--- src/rtl/tick_wdt_pkg.sv ---
package tick_wdt_pkg;
  localparam int unsigned REG_W  = 16;
  localparam int unsigned ADDR_W = 5;

  localparam logic [ADDR_W-1:0] OFS_RELOAD = 5'h00;
  localparam logic [ADDR_W-1:0] OFS_STS_A  = 5'h04;
  localparam logic [ADDR_W-1:0] OFS_STS_B  = 5'h06;
  localparam logic [ADDR_W-1:0] OFS_CTRL   = 5'h08;
  localparam logic [ADDR_W-1:0] OFS_GUARD  = 5'h0C;
  localparam logic [ADDR_W-1:0] OFS_INIT   = 5'h12;

  localparam int unsigned HALT_BIT  = 11;
  localparam int unsigned GUARD_BIT = 0;
  localparam int unsigned TO_BIT    = 0;
  localparam int unsigned RPT_BIT   = 0;
  localparam int unsigned BLK_BIT   = 1;

  // expiry events, one cycle each
  typedef struct packed {
    logic first;      // first expiry since reload
    logic rpt_fire;   // repeated expiry, reset allowed
    logic rpt_block;  // repeated expiry, reset withheld by guard
  } expiry_ev_t;
endpackage

--- src/rtl/tick_wdt_prescale.sv ---
module tick_wdt_prescale #(
  parameter int unsigned PRESCALE = 30_000_000
) (
  input  logic clk,
  input  logic rst_n,
  input  logic run,
  input  logic restart,
  output logic tick
);
  generate
    if (PRESCALE <= 1) begin : g_direct
      assign tick = run;
    end else begin : g_div
      localparam int unsigned PW = $clog2(PRESCALE);
      localparam logic [PW-1:0] LAST = PW'(PRESCALE - 1);
      logic [PW-1:0] pre_q;
      logic at_last;

      assign at_last = (pre_q == LAST);
      assign tick    = run && at_last;

      always_ff @(posedge clk or negedge rst_n) begin
        if (!rst_n)                 pre_q <= '0;
        else if (!run || restart)   pre_q <= '0;
        else if (at_last)           pre_q <= '0;
        else                        pre_q <= pre_q + 1'b1;
      end


      tick_spacing_chk: assert property (@(posedge clk) disable iff (!rst_n)
        tick |=> !tick);
    end
  endgenerate
endmodule

--- src/rtl/tick_wdt_count.sv ---
module tick_wdt_count
  import tick_wdt_pkg::*;
#(
  parameter int unsigned CNT_W    = 10,
  parameter int unsigned INIT_RST = 4
) (
  input  logic             clk,
  input  logic             rst_n,
  input  logic             tick,
  input  logic             reload,
  input  logic [CNT_W-1:0] init_val,
  input  logic             guard,
  output logic [CNT_W-1:0] cnt,
  output expiry_ev_t       ev,
  output logic             rst_req
);
  logic [CNT_W-1:0] cnt_q;
  logic             seen_q;
  logic             rst_q;
  logic             expire;

  assign expire = tick && !reload && (cnt_q == '0);

  always_comb begin
    ev.first     = expire && !seen_q;
    ev.rpt_fire  = expire &&  seen_q && !guard;
    ev.rpt_block = expire &&  seen_q &&  guard;
  end

  always_ff @(posedge clk or negedge rst_n) begin
    if (!rst_n) begin
      cnt_q  <= CNT_W'(INIT_RST);
      seen_q <= 1'b0;
      rst_q  <= 1'b0;
    end else begin
      rst_q <= ev.rpt_fire;
      if (reload) begin
        cnt_q  <= init_val;
        seen_q <= 1'b0;
      end else if (tick) begin
        if (cnt_q == '0) begin
          cnt_q  <= init_val;
          seen_q <= 1'b1;
        end else begin
          cnt_q <= cnt_q - 1'b1;
        end
      end
    end
  end

  assign cnt     = cnt_q;
  assign rst_req = rst_q;


  rst_pulse_chk: assert property (@(posedge clk) disable iff (!rst_n)
    rst_q |=> !rst_q);

  rst_guard_chk: assert property (@(posedge clk) disable iff (!rst_n)
    rst_q |-> !$past(guard));

  reload_load_chk: assert property (@(posedge clk) disable iff (!rst_n)
    reload |=> (cnt_q == $past(init_val)));

  count_hold_chk: assert property (@(posedge clk) disable iff (!rst_n)
    (!tick && !reload) |=> $stable(cnt_q));
endmodule

--- src/rtl/tick_wdt_regs.sv ---
module tick_wdt_regs
  import tick_wdt_pkg::*;
#(
  parameter int unsigned CNT_W    = 10,
  parameter int unsigned MIN_INIT = 4,
  parameter int unsigned INIT_RST = 4
) (
  input  logic              clk,
  input  logic              rst_n,
  input  logic              wr_en,
  input  logic [ADDR_W-1:0] addr,
  input  logic [REG_W-1:0]  wdata,
  input  logic [CNT_W-1:0]  cnt,
  input  expiry_ev_t        ev,
  output logic [REG_W-1:0]  rdata,
  output logic              halt,
  output logic              guard,
  output logic [CNT_W-1:0]  init_val,
  output logic              reload
);
  localparam logic [CNT_W-1:0] MIN_V = CNT_W'(MIN_INIT);

  logic [CNT_W-1:0] init_q;
  logic halt_q, guard_q, sts_to_q, sts_rpt_q, sts_blk_q;
  logic hit_init, hit_ctrl, hit_guard, hit_sa, hit_sb, init_ok;

  assign hit_init  = wr_en && (addr == OFS_INIT);
  assign hit_ctrl  = wr_en && (addr == OFS_CTRL);
  assign hit_guard = wr_en && (addr == OFS_GUARD);
  assign hit_sa    = wr_en && (addr == OFS_STS_A);
  assign hit_sb    = wr_en && (addr == OFS_STS_B);
  assign reload    = wr_en && (addr == OFS_RELOAD);
  assign init_ok   = (wdata[CNT_W-1:0] >= MIN_V);

  always_ff @(posedge clk or negedge rst_n) begin
    if (!rst_n) begin
      init_q    <= CNT_W'(INIT_RST);
      halt_q    <= 1'b1;
      guard_q   <= 1'b1;
      sts_to_q  <= 1'b0;
      sts_rpt_q <= 1'b0;
      sts_blk_q <= 1'b0;
    end else begin
      if (hit_init && init_ok) init_q  <= wdata[CNT_W-1:0];
      if (hit_ctrl)            halt_q  <= wdata[HALT_BIT];
      if (hit_guard)           guard_q <= wdata[GUARD_BIT];
      sts_to_q  <= (sts_to_q  & ~(hit_sa && wdata[TO_BIT]))  | ev.first;
      sts_rpt_q <= (sts_rpt_q & ~(hit_sb && wdata[RPT_BIT])) | ev.rpt_fire;
      sts_blk_q <= (sts_blk_q & ~(hit_sb && wdata[BLK_BIT])) | ev.rpt_block;
    end
  end

  always_comb begin
    rdata = '0;
    case (addr)
      OFS_RELOAD: rdata[CNT_W-1:0] = cnt;
      OFS_STS_A:  rdata[TO_BIT]    = sts_to_q;
      OFS_STS_B: begin
        rdata[RPT_BIT] = sts_rpt_q;
        rdata[BLK_BIT] = sts_blk_q;
      end
      OFS_CTRL:   rdata[HALT_BIT]  = halt_q;
      OFS_GUARD:  rdata[GUARD_BIT] = guard_q;
      OFS_INIT:   rdata[CNT_W-1:0] = init_q;
      default:    rdata = '0;
    endcase
  end

  assign halt     = halt_q;
  assign guard    = guard_q;
  assign init_val = init_q;


  init_floor_chk: assert property (@(posedge clk) disable iff (!rst_n)
    init_q >= MIN_V);

  init_reject_chk: assert property (@(posedge clk) disable iff (!rst_n)
    (hit_init && (wdata[CNT_W-1:0] < MIN_V)) |=> $stable(init_q));

  first_sets_chk: assert property (@(posedge clk) disable iff (!rst_n)
    ev.first |=> sts_to_q);

  block_sets_chk: assert property (@(posedge clk) disable iff (!rst_n)
    ev.rpt_block |=> sts_blk_q);
endmodule

--- src/rtl/tick_watchdog.sv ---
module tick_watchdog
  import tick_wdt_pkg::*;
#(
  parameter int unsigned PRESCALE = 30_000_000,
  parameter int unsigned CNT_W    = 10,
  parameter int unsigned MIN_INIT = 4,
  parameter int unsigned INIT_RST = 4
) (
  input  logic        clk,
  input  logic        rst_n,
  input  logic        wr_en,
  input  logic [4:0]  addr,
  input  logic [15:0] wdata,
  output logic [15:0] rdata,
  output logic        sys_rst_req
);
  logic             halt, guard, reload, tick;
  logic [CNT_W-1:0] init_val, cnt;
  expiry_ev_t       ev;

  tick_wdt_regs #(.CNT_W(CNT_W), .MIN_INIT(MIN_INIT), .INIT_RST(INIT_RST)) u_regs (
    .clk(clk), .rst_n(rst_n), .wr_en(wr_en), .addr(addr), .wdata(wdata),
    .cnt(cnt), .ev(ev), .rdata(rdata), .halt(halt), .guard(guard),
    .init_val(init_val), .reload(reload)
  );

  tick_wdt_prescale #(.PRESCALE(PRESCALE)) u_pre (
    .clk(clk), .rst_n(rst_n), .run(!halt), .restart(reload), .tick(tick)
  );

  tick_wdt_count #(.CNT_W(CNT_W), .INIT_RST(INIT_RST)) u_cnt (
    .clk(clk), .rst_n(rst_n), .tick(tick), .reload(reload),
    .init_val(init_val), .guard(guard), .cnt(cnt), .ev(ev),
    .rst_req(sys_rst_req)
  );


  halt_freeze_chk: assert property (@(posedge clk) disable iff (!rst_n)
    halt |-> !tick);
endmodule

--- config.mk ---
export PLATFORM = sky130hd
export DESIGN_NAME = tick_watchdog
export DESIGN_NICKNAME = d
export VERILOG_FILES = /design/src/rtl/tick_wdt_pkg.sv /design/src/rtl/tick_wdt_prescale.sv /design/src/rtl/tick_wdt_count.sv /design/src/rtl/tick_wdt_regs.sv /design/src/rtl/tick_watchdog.sv
export SDC_FILE = /design/constraint.sdc
export NUM_CORES = 1
export LEC_CHECK = 0
export BUFFER_PORTS_ARGS = -buffer_cell sky130_fd_sc_hd__buf_2
export CAP_MARGIN = 20
export CORE_ASPECT_RATIO = 0.8
export CORE_MARGIN = 2
export CORE_UTILIZATION = 54
export CTS_CLUSTER_SIZE = 16
export DETAILED_ROUTE_END_ITERATION = 8
export PLACE_DENSITY = 0.84
export SETUP_SLACK_MARGIN = 0.15
export SLEW_MARGIN = 20
export SYNTH_ARGS = -nofsm -noshare
export SYNTH_HDL_FRONTEND = slang
export SYNTH_SLANG_ARGS = --single-unit
--- constraint.sdc ---
create_clock -name clk -period 3.4 [get_ports clk]
set_input_delay 0.34 -clock clk [delete_from_list [all_inputs] [get_ports clk]]
set_output_delay 0.34 -clock clk [all_outputs]
set_load 0.05 [all_outputs]
* After elaboration in Yosys (flattened, before gate mapping)
Cells that the tools add are included.
** Storage, ports and cells
- Register bits after elaboration :: 52
- Output and inout port bits :: 17
- Input port bits :: 24
** Operators by class
- Reductions and logical operators :: 27
- Bitwise gates (word level) :: 9
- Order comparisons :: 1
- $add $sub $neg :: 2
- Multiplexer cells :: 12
- Eq/ne operators :: 6
** Operator list (count)
- 2-to-1 mux 25 bit :: 2
- 2-to-1 mux 10 bit :: 3
- adder 25 x 1 -> 25 bit, second input constant :: 1
- equality test 25 bit, second input constant :: 1
- logical AND 1 bit :: 17
- case mux 8 bit (2 select lines) :: 1
- equality test 5 x 3 -> 1 bit, second input constant :: 2
- equality test 5 x 4 -> 1 bit, second input constant :: 2
- >= comparator 10 x 3 -> 1 bit, second input constant :: 1
- logical NOT 10 bit :: 1
- subtractor 10 x 1 -> 10 bit, second input constant :: 1
- equality test 5 bit, second input constant :: 1
- logical NOT 5 bit :: 1
- case mux 1 bit (5 select lines) :: 1
- logical NOT 1 bit :: 4
- 2-to-1 mux 1 bit :: 4
- nonzero test 2 bit :: 2
- AND 1 bit :: 3
- inverter 1 bit :: 3
- bitwise OR 1 bit :: 3
- case mux 1 bit (3 select lines) :: 1
- AND reduction 2 bit :: 1
- logical OR 1 bit :: 1

* Longest topological paths before layout
Gate-level depths: netlist (run 1).
- Word-level depth :: 8
- Depth in mapped cells :: 8
- Gate-level depth less buffers :: 7

* Cells and area by module
A second synthesis (run 1) with hierarchy kept.
** Second synthesis, totals
- Cell total of the unflattened synthesis :: 303
- Area, all modules :: 3002.9 µm²
** By module, submodules not included
- tick_wdt_prescale :: sequential area each 625.6 µm², cells each 139, area each 1336.3 µm², instances 1
- tick_wdt_regs :: sequential area each 379.1 µm², cells each 74, area each 862.1 µm², instances 1
- tick_wdt_count :: sequential area each 301.5 µm², cells each 89, area each 800.8 µm², instances 1
- tick_watchdog :: sequential area each 0.0 µm², cells each 1, area each 3.8 µm², instances 1

* Least setup slack after synthesis (run 1)
OpenSTA, ideal clock, no wires.
- Kind :: reg2reg
- Start :: reg u_cnt.cnt_q[0], in the netlist u_cnt.cnt[0]
- End :: reg u_cnt.cnt_q[4], in the netlist u_cnt.cnt[4]
- Arrival time :: 1.853 ns
- Cell stages (with the launch flop) :: 9
- Path buffers :: 1
- Data required time :: 3.279 ns
- Slack :: 1.426 ns
- Path through :: dfrtp_1 inv_1 ha_1 or4b_4 nor3_2 buf_4 nor2_2 a2bb2oi_1 o22a_1
** On the way
- Longest elaborated chain between the ends :: 4
- Elaborated cells between the ends (all ways) :: 5
- Those cells by class :: add/sub (1); mux (3); reduce/logical (1)
** Ends and longest elaborated chain
- start, declared :: line tick_wdt_count.sv:17 : logic [CNT_W-1:0] cnt_q;
- start signal, assigned :: line tick_wdt_count.sv:32 : cnt_q <= CNT_W'(INIT_RST);
- start signal, assigned :: line tick_wdt_count.sv:38 : cnt_q <= init_val;
- start signal, assigned :: line tick_wdt_count.sv:42 : cnt_q <= init_val;
- subtractor 10 x 1 -> 10 bit / logical NOT 10 bit (equally long branches) :: line tick_wdt_count.sv:45, tick_wdt_count.sv:41
- 2-to-1 mux 10 bit (*) :: line tick_wdt_count.sv:41 : if (cnt_q == '0) begin
- 2-to-1 mux 10 bit (*) :: line tick_wdt_count.sv:40 : end else if (tick) begin
- 2-to-1 mux 10 bit (*) :: line tick_wdt_count.sv:37 : if (reload) begin
Mark *: on every way between the ends. The rest lies on a longest branch, timed or not. The select of a mux whose other input is x is not followed.
A chain may end at the register's enable or synchronous reset.

* Worst setup path in the final report (run 1)
- Start :: reg u_cnt.cnt_q[0], in the netlist u_cnt.cnt[0]
- End :: reg u_cnt.cnt_q[5], in the netlist u_cnt.cnt[5]
Same word-level chain as after synthesis.

==> results.ini, run 1 <==
[critical_path]
rr_worst_depth=7
path_buf_inv=1
critPathMaxStageDelay_ps=640
critPathTopFamily=simple AND/OR/NAND/NOR gates
r2r_slack_ps=810
critPathLaunchType=flop
crit_start=u_cnt.cnt[0]
worstPathRequired_ps=3560
crit_chain=inv_1 > ha_1 > or4b_4 > nor3_2 > nor2_2 > mux2i_1 > o211ai_1
worstReg2RegStart=u_cnt.cnt[0]
reg2reg_to=u_cnt.cnt[5]
worst-setup-path-type=flop to flop
critPathSlowestCell=nor3_2
worst_setup_path_end_kind=flop
worstPathMaxFanout=11
critical_path_arrival_ps=2750

[power_and_ir_drop]
vdd_ir_drop_max_v=0.0003721
power.density_cell_area_nw_per_um2=452.0
p_leak_nw=1.437
finalPower_mw=1.484

[grt]
grt_pass1_vias=2397
grt_max_degree=39
grt_overflow=0
antenna_found_initial=0
grt_pass1_wl_um=11250
grt_usage=0.2266

[finish]
drive_gt1_frac=0.1994
fin_nets=362
fillers=445
syn_to_final_growth_pct=8.340
diodes=0
final_util=0.6041
regArea_um2=1306
multi_input_area_um2=1589

[detailed_routing]
met3_length_um=355
drc=0
ant_nets=0
routed_wl_um=6546
wirelength_met1_um=3092
highest_layer=met4
drtIter0Drc=282
drtPass1Iterations=5
vias=2522
wl_per_cell_um=15.81
via_per_inst=6.092
wl_met2_um=3001

[logic_synthesis]
yosys_warnings=0
ys_ff_latch=52
synth_ff_type=dfrtp_1
postSynthAreaPerCell_um2=9.744
syn_inst=311
syn_area_um2=3030
ys_seq_area_frac=0.4310
async_flop_share=1.000
synth_cell_types=64
synth_edf_count=0

[die]
fp.coreArea_um2=5435
start_util=0.5576
rows=24
chipHeight_um=71.01
ios=41
die_w_um=87.76
die-area_um2=6231

[placed_design]
gp_congestion=0.8464
dp_slack_ps=775.1
dp_hpwl_um=4684
port_buffers=30

[clocking]
ctsLongestPathBuffers=2
cts.repair.resized=0
clock_latency_ps=310
hold_buffers=0
htree_levels=2
cts-root-buf=clkbuf_8
post_cts_buffers=0
cts.sinks=52
numCtsBuffers=5
clkTransAtPathRegs_ps=90
cts_tree=built

[sta]
setup_slack_ps=807.1
hold_viol_final=0
setup_viol=0
finalCritPeriodShare=0.7626
finClkSkew_ps=8.529
rsz0062_at_grt=false
setup_tns_ps=0
tightest_slew_ps=829.9
max_slew_margin=0.4468
finalMaxSlewViolations=0
fmax_mhz=385.7
period_minus_slack_ps=2593

[worst_hold_path]
hold_path.class=input pin to asynchronous set/reset pin

[job]
maxCapViolations=0

[outcome]
status=finished clean

## cell usage in the layout, fill, tap and decap left out, types with 11 or more instances in the layout
cell type,Yosys,layout
nand4_1,12,12
buf_2,3,30
xor2_1,12,12
nor4_1,12,12
xnor2_1,11,11
dfrtp_1,48,48
nand3_1,18,18
mux2_2,12,12
nor2_1,39,39
nand2_1,22,22
## layer usage
metal	vias up	track usage
met5	-	0
met4	0	0.07179
met3	12	0.03501
met2	88	0.3418
met1	1242	0.3371
li1	1180	-
## cell families after synthesis
group / Yosys count / synth area share
other cells: 1 / 0.001237
fa+ha+maj: 3 / 0.01239
simple gates: 149 / 0.2762
compound gates: 43 / 0.1086
flops: 52 / 0.4310
mux: 15 / 0.05450
xor+xnor: 23 / 0.06647
buf+inv: 25 / 0.04954
## registers in the layout, indices dropped and copies added, names as in the netlist
register,count
u_cnt.cnt,10
u_cnt.rst_req,1
u_cnt.seen_q,1
u_pre.g_div.pre_q,25
u_regs.guard,1
u_regs.halt,1
u_regs.init_val,10
u_regs.sts_blk_q,1
u_regs.sts_rpt_q,1
u_regs.sts_to_q,1
## worst register-to-register path: cells and delay by family, from the launching register on
family,cells,cell delay (ps)
compound gates,1,120
buf+inv,1,140
flops,1,470
mux,1,250
fa+ha+maj,1,160
simple gates,3,1310
## layout make-up
cell class              count  area share
clock inverters             1    0.009146
inverters                   7    0.008003
multi-input cells         238      0.4840
clock buffers               7     0.02325
flip-flops and latches     52      0.3979
well taps                  78     0.02973
repair buffers             31     0.04802
## stage by stage
| step | instances | hold WS [ps] | cell area, µm² |
|---|---|---|---|
| after global routing | 414 | 191.6 | 3283 |
| after global placement | 406 | 463.1 | 3177 |
| final | 414 | 124.5 | 3283 |
| after detailed placement | 406 | 481.7 | 3177 |
| after floorplan | 315 | 44.41 | 3045 |
| after CTS | 414 | 159.9 | 3283 |
## how the worst max path moves through the flow
stage                                       to  slack (ps)  cells after the start
after floorplan                   u_cnt.cnt[4]        1430                      8
after global placement    u_pre.g_div.pre_q[2]         870                      5
after detailed placement  u_pre.g_div.pre_q[7]         780                      5
after CTS                         u_cnt.cnt[4]         860                      7
after global routing              u_cnt.cnt[5]         690                      7
final                             u_cnt.cnt[5]         810                      7
## report_power, final
part           internal, mW  switching (mW)
registers             0.707           0.108
logic                 0.107           0.141
clock network         0.221           0.201
## synthesized netlist by cell type, types with 6 or more instances
cell type,instances,area [µm²]
inv_1,7,26.28
nand3_1,18,90.09
and3_1,6,37.54
nor3_1,9,45.04
nor4_1,12,75.07
a22o_1,9,78.83
nand4_1,12,75.07
dfrtp_1,48,1201
nand2_1,22,82.58
xor2_1,12,105.1
xnor2_1,11,96.34
nor2_1,39,146.4
mux2_2,12,135.1
buf_4,8,60.06
Note: power is estimated with default switching activity, not from simulation.
==> inputs of run 2 (changes only) <==
- clock period: 3.4 -> 2.65 ns (I/O delays scaled with it)
==> run 2 against run 1 <==
Power rose by 22%. Sequential power increased by 29%. Global-route usage rose by 0.076 points. Via count up 1.3%. Flip-flop and latch count unchanged. Wire length rose by 1.1%. Clock skew decreased by 5.7 ps. Clock power rose by 5.5%. Cell count grew 0.72%. Highest routed layer unchanged. Die area stayed put. Register-to-register slack got worse by 420 ps.
==> results.ini, run 2 (synthesized netlist as in run 1, its figures left out) <==
[critical_path]
reg2reg_to=u_cnt.cnt[4]  ; was u_cnt.cnt[5]
worstPathRequired_ps=2840  ; was 3560 ps
critical_path.endpoint=u_cnt.cnt[4]  ; was u_cnt.cnt[5]
crit_cells=8  ; was 7
critPathSlowestCell=dfrtp_1  ; was nor3_2
crit_chain=inv_1 > ha_1 > or4b_4 > nor3_2 > buf_4 > nor2_2 > a2bb2oi_1 > o22a_1  ; was inv_1 > ha_1 > or4b_4 > nor3_2 > nor2_2 > mux2i_1 > o211ai_1
path_buf_inv=2  ; was 1
worstReg2RegStart=u_cnt.cnt[0]  ; unchanged
critical_path_arrival_ps=2460  ; was 2750 ps
rr_worst_depth=8  ; was 7
worst_setup_path_end_kind=flop  ; unchanged
crit_start=u_cnt.cnt[0]  ; unchanged
r2r_slack_ps=380  ; was 810 ps
critPathLaunchType=flop  ; unchanged
worstPathMaxFanout=9  ; was 11
worst-setup-path-type=flop to flop  ; unchanged
critPathMaxStageDelay_ps=480  ; was 640 ps
critPathTopFamily=simple AND/OR/NAND/NOR gates  ; unchanged

[finish]
fillers=467  ; was 445
final_common_cell=dfrtp_1  ; unchanged
drive_gt1_frac=0.2065  ; was 0.1994
syn_to_final_growth_pct=8.382  ; was 8.340%
final_cell_mix=48 x dfrtp_1, 39 x nor2_1, 30 x buf_2  ; unchanged
fin_nets=365  ; was 362
final_util=0.6043  ; was 0.6041
regMostFlops=u_pre.g_div.pre_q  ; unchanged
largest_reg_flops=25  ; unchanged
diodes=0  ; unchanged

[detailed_routing]
routed_wl_um=6617  ; was 6546 µm
drtPass1Iterations=5  ; unchanged
vias=2554  ; was 2522
drc=0  ; unchanged
drtIter0Drc=286  ; was 282
ant_nets=0  ; unchanged
via_per_inst=6.125  ; was 6.092
wl_per_cell_um=15.87  ; was 15.81 µm

[grt]
grt_pass1_vias=2384  ; was 2397
grt_pass1_wl_um=11320  ; was 11250 µm
grt_overflow=0  ; unchanged
antenna_found_initial=0  ; unchanged
grt_max_degree=53  ; was 39
grt_usage=0.2273  ; was 0.2266

[sta]
setup_slack_ps=382.9  ; was 807.1 ps
period_minus_slack_ps=2267  ; was 2593 ps
finalCritPeriodShare=0.8555  ; was 0.7626
max_slew_margin=0.4794  ; was 0.4468
hold_viol_final=0  ; unchanged
rsz0062_at_grt=false  ; unchanged
whs_ps=60.01  ; was 124.5 ps
finClkSkew_ps=2.829  ; was 8.529 ps
tightest_slew_ps=773.8  ; was 829.9 ps
fmax_mhz=441.1  ; was 385.7 MHz
setup_tns_ps=0  ; unchanged
setup_viol=0  ; unchanged
finalMaxSlewViolations=0  ; unchanged

[outcome]
status=finished clean  ; unchanged

[clocking]
post_cts_buffers=0  ; unchanged
ctsLongestPathBuffers=2  ; unchanged
numCtsBuffers=5  ; unchanged
cts.sinks=52  ; unchanged
cts.repair.resized=0  ; unchanged
hold_buffers=0  ; unchanged
clkTransAtPathRegs_ps=90  ; about the same
cts-root-buf=clkbuf_8  ; unchanged
htree_levels=2  ; unchanged
cts_tree=built  ; unchanged
clock_latency_ps=300  ; was 310 ps

[worst_hold_path]
hold_path.class=input pin to asynchronous set/reset pin  ; unchanged

[die]
fp.coreArea_um2=5435  ; unchanged
die-area_um2=6231  ; unchanged
chipHeight_um=71.01  ; unchanged
rows=24  ; unchanged
ios=41  ; unchanged
start_util=0.5576  ; unchanged
die_w_um=87.76  ; unchanged

[power_and_ir_drop]
vdd_ir_drop_max_v=0.0003419  ; was 0.0003721 V
p_leak_nw=1.443  ; was 1.437 nW
power.density_cell_area_nw_per_um2=551.9  ; was 452.0 nW/µm²

[placed_design]
dp_hpwl_um=4756  ; was 4684 µm
port_buffers=30  ; unchanged
dp_slack_ps=404.0  ; was 775.1 ps
gp_congestion=0.8399  ; was 0.8464

[job]
maxCapViolations=0  ; unchanged

==> run 2: worst register-to-register path, delay by kind of cell (launching register included) <==
family | cells | cell delay, ps
AND/OR/NAND/NOR | 3 | 780
flip-flops | 1 | 480
AO/OA/AOI/OAI | 2 | 410
buffers and inverters | 2 | 340
adder cells (fa/ha/maj) | 1 | 150
==> run 2: routing by layer <==
layer  vias up  part of all wire  routed length (µm)  GRT usage
met4         0            0.0051                  34    0.04444
li1       1187                 -                   -          -
met5         -                 0                   0          0
met3         6             0.060                 395    0.03734
met1      1249              0.46                3069     0.3429
met2       112              0.47                3118     0.3493
==> run 2: how the worst min path moves through the flow <==
| stage | from | to | slack (ps) | cells after the start |
|---|---|---|---|---|
| floorplan | rst_n | u_cnt.cnt[0] | -30 | 0 |
| global placement | rst_n | u_pre.g_div.pre_q[0] | 420 | 2 |
| detailed placement | rst_n | u_pre.g_div.pre_q[1] | 420 | 2 |
| CTS | rst_n | u_regs.init_val[1] | 90 | 2 |
| global route | rst_n | u_pre.g_div.pre_q[8] | 120 | 2 |
| finish | rst_n | u_pre.g_div.pre_q[1] | 60 | 2 |
==> run 2: layout make-up <==
| type | instances | area [µm²] | share of cell area |
|---|---|---|---|
| well taps | 78 | 97.59 | 0.02971 |
| multi-input cells | 238 | 1589 | 0.4838 |
| flip-flops and latches | 52 | 1306 | 0.3977 |
| clock buffers | 7 | 76.32 | 0.02324 |
| clock inverters | 1 | 8.758 | 0.002667 |
| repair buffers | 34 | 180.2 | 0.05486 |
| inverters | 7 | 26.28 | 0.008000 |
==> run 2: power breakdown <==
part	leakage, nW	switching, mW	internal, mW
clock network	0.0424	0.256	0.189
logic	0.742	0.180	0.140
registers	0.659	0.141	0.907
total	1.44	0.576	1.24
==> run 2: stage by stage <==
step / instances / total power, mW / cell area [µm²]
2_1_floorplan: 315 / 1.273 / 3045
3_3_place_gp: 409 / 1.357 / 3199
3_5_place_dp: 409 / 1.379 / 3199
4_1_cts: 417 / 1.825 / 3284
5_1_grt: 417 / 1.914 / 3284
6_report: 417 / 1.813 / 3284
==> inputs of run 3 (changes only) <==
- CORE_UTILIZATION: 54 -> 50
- PLACE_DENSITY: 0.84 -> 0.79
==> run 3 against run 2 <==
Flip-flop and latch count did not move. Setup slack improved by 91 ps. Die area rose by 7.6%. Register-to-register slack improved by 90 ps. Largest cell class unchanged. Critical path type unchanged. Maximum frequency rose by 4.2%. Worst hold slack improved by 130 ps. Global-route usage fell by 3.1 points. Sequential share of layout area fell by 0.63 points. Utilization fell by 3.7 points. Power rose by 6.8%. Cell count rose by 1.2%.
==> results.ini, run 3 (synthesized netlist as in run 1, its figures left out) <==
[worst_hold_path]
min_from=wdata[11]
hold_path.class=input pin to flop  ; was input pin to asynchronous set/reset pin
min_path_cells=2
whs_endpoint=u_regs.halt

[critical_path]
critical_path_arrival_ps=2390  ; was 2460 ps
path_buf_inv=2  ; unchanged
crit_start=u_cnt.cnt[0]  ; unchanged
r2r_slack_ps=470  ; was 380 ps
worstPathRequired_ps=2860  ; was 2840 ps
crit_chain=inv_1 > ha_1 > or4b_4 > nor3_2 > buf_4 > nor2_2 > a2bb2oi_1 > o22a_1  ; unchanged
worstReg2RegStart=u_cnt.cnt[0]  ; unchanged
critPathTopFamily=simple AND/OR/NAND/NOR gates  ; unchanged
worst_setup_path_end_kind=flop  ; unchanged
critPathLaunchType=flop  ; unchanged
rr_worst_depth=8  ; unchanged
worst-setup-path-type=flop to flop  ; unchanged
critPathSlowestCell=or4b_4  ; was dfrtp_1
reg2reg_to=u_cnt.cnt[4]  ; unchanged
worstPathMaxFanout=11  ; was 9
critPathMaxStageDelay_ps=480  ; about the same
crit_cells=8  ; unchanged

[finish]
diodes=0  ; unchanged
drive_gt1_frac=0.2141  ; was 0.2065
final_cell_mix=48 x dfrtp_1, 39 x nor2_1, 30 x buf_2  ; unchanged
fin_nets=367  ; was 365
largest_reg_flops=25  ; unchanged
final_common_cell=dfrtp_1  ; unchanged
fillers=524  ; was 467
regMostFlops=u_pre.g_div.pre_q  ; unchanged
syn_to_final_growth_pct=10.12  ; was 8.382%

[sta]
finalCritPeriodShare=0.8210  ; was 0.8555
hold_viol_final=0  ; unchanged
setup_tns_ps=0  ; unchanged
finClkSkew_ps=8.797  ; was 2.829 ps
finalMaxSlewViolations=0  ; unchanged
whs_ps=188.6  ; was 60.01 ps
tightest_slew_ps=769.4  ; was 773.8 ps
fmax_mhz=459.6  ; was 441.1 MHz
period_minus_slack_ps=2176  ; was 2267 ps
max_slew_margin=0.4868  ; was 0.4794
setup_slack_ps=474.3  ; was 382.9 ps
rsz0062_at_grt=false  ; unchanged
setup_viol=0  ; unchanged

[clocking]
cts-root-buf=clkbuf_8  ; unchanged
numCtsBuffers=5  ; unchanged
ctsLongestPathBuffers=2  ; unchanged
cts.sinks=52  ; unchanged
clkTransAtPathRegs_ps=100  ; was 90 ps
cts_tree=built  ; unchanged
clock_latency_ps=310  ; was 300 ps
htree_levels=2  ; unchanged

[placed_design]
port_buffers=30  ; unchanged
gp_congestion=0.8715  ; was 0.8399
dp_hpwl_um=4604  ; was 4756 µm
dp_slack_ps=457.6  ; was 404.0 ps

[job]
maxCapViolations=0  ; unchanged

[detailed_routing]
via_per_inst=5.900  ; was 6.125
vias=2490  ; was 2554
drtIter0Drc=204  ; was 286
drc=0  ; unchanged
wl_per_cell_um=15.41  ; was 15.87 µm
drtPass1Iterations=4  ; was 5
ant_nets=0  ; unchanged
routed_wl_um=6503  ; was 6617 µm

[power_and_ir_drop]
pwr-share-clk=0.294  ; was 0.246
p_seq_frac=0.540  ; was 0.578
p_leak_nw=1.468  ; was 1.443 nW
vdd_ir_drop_max_v=0.0003412  ; was 0.0003419 V
power.density_cell_area_nw_per_um2=580.1  ; was 551.9 nW/µm²
finalPower_mw=1.936  ; was 1.813 mW
pwr-share-comb=0.166  ; was 0.176
sw_frac_of_total=0.3104  ; was 0.3179
internal_power_mw=1.335  ; was 1.237 mW
p_sw_mw=0.6008  ; was 0.5763 mW

[die]
die-area_um2=6703  ; was 6231 µm²
rows=25  ; was 24
fp.coreArea_um2=5881  ; was 5435 µm²
ios=41  ; unchanged
die_w_um=91.04  ; was 87.76 µm
start_util=0.5153  ; was 0.5576
chipHeight_um=73.63  ; was 71.01 µm

[grt]
antenna_found_initial=0  ; unchanged
grt_max_degree=26  ; was 53
grt_pass1_vias=2195  ; was 2384
grt_pass1_wl_um=10580  ; was 11320 µm
grt_overflow=0  ; unchanged
grt_usage=0.1961  ; was 0.2273

[outcome]
status=finished clean  ; unchanged

-- run 3: how the worst max path moves through the flow --
stage	endpoint	slack (ps)
detailed placement	u_cnt.cnt[9]	460
global route	u_cnt.cnt[4]	350
CTS	u_cnt.cnt[4]	510
global placement	u_cnt.cnt[4]	470
finish	u_cnt.cnt[4]	470
floorplan	u_cnt.cnt[4]	680
-- run 3: through the flow --
step	cells	area, µm²	util
after floorplan	315	3045	-
after global placement	413	3211	0.5460
after detailed placement	413	3211	0.5460
after CTS	422	3337	0.5674
after global routing	422	3337	0.5674
final	422	3337	0.5674
-- run 3: worst register-to-register path, cell delays in order (launching register included) --
cell and delay [ps]:
dfrtp_1 470, inv_1 130, ha_1 140, or4b_4 480, nor3_2 160, buf_4 190, nor2_2 100, a2bb2oi_1 180
o22a_1 200
-- run 3: routing by layer --
metal	track usage	share of wire
met5	0	0
met4	0.05051	0.0078
met3	0.04000	0.049
met2	0.2930	0.44
met1	0.2929	0.50
-- run 3: layout make-up --
cell class                      instances  area (µm²)  share of cell area
Timing Repair Buffer                   36       197.7             0.05924
Multi-Input combinational cell        238        1589              0.4762
Clock inverter                          3       47.55             0.01425
Clock buffer                            5       68.82             0.02062
Tap cell                               81       101.3             0.03037
Inverter                                7       26.28            0.007874
Sequential cell                        52        1306              0.3915
-- run 3: power by group through the flow --
stage	clock, mW	combinational [mW]	sequential, mW
3_5_place_dp	0	0.320	1.06
6_report	0.569	0.321	1.05
3_3_place_gp	0	0.309	1.05
5_1_grt	0.604	0.365	1.06
2_1_floorplan	0	0.259	1.01
4_1_cts	0.576	0.324	1.04
-- run 3: what timing repair did --
item                      CTS  global route
hold endpoints to repair    8             0
gates resized for setup     0             0
hold buffers                1             0
setup buffers               0             0
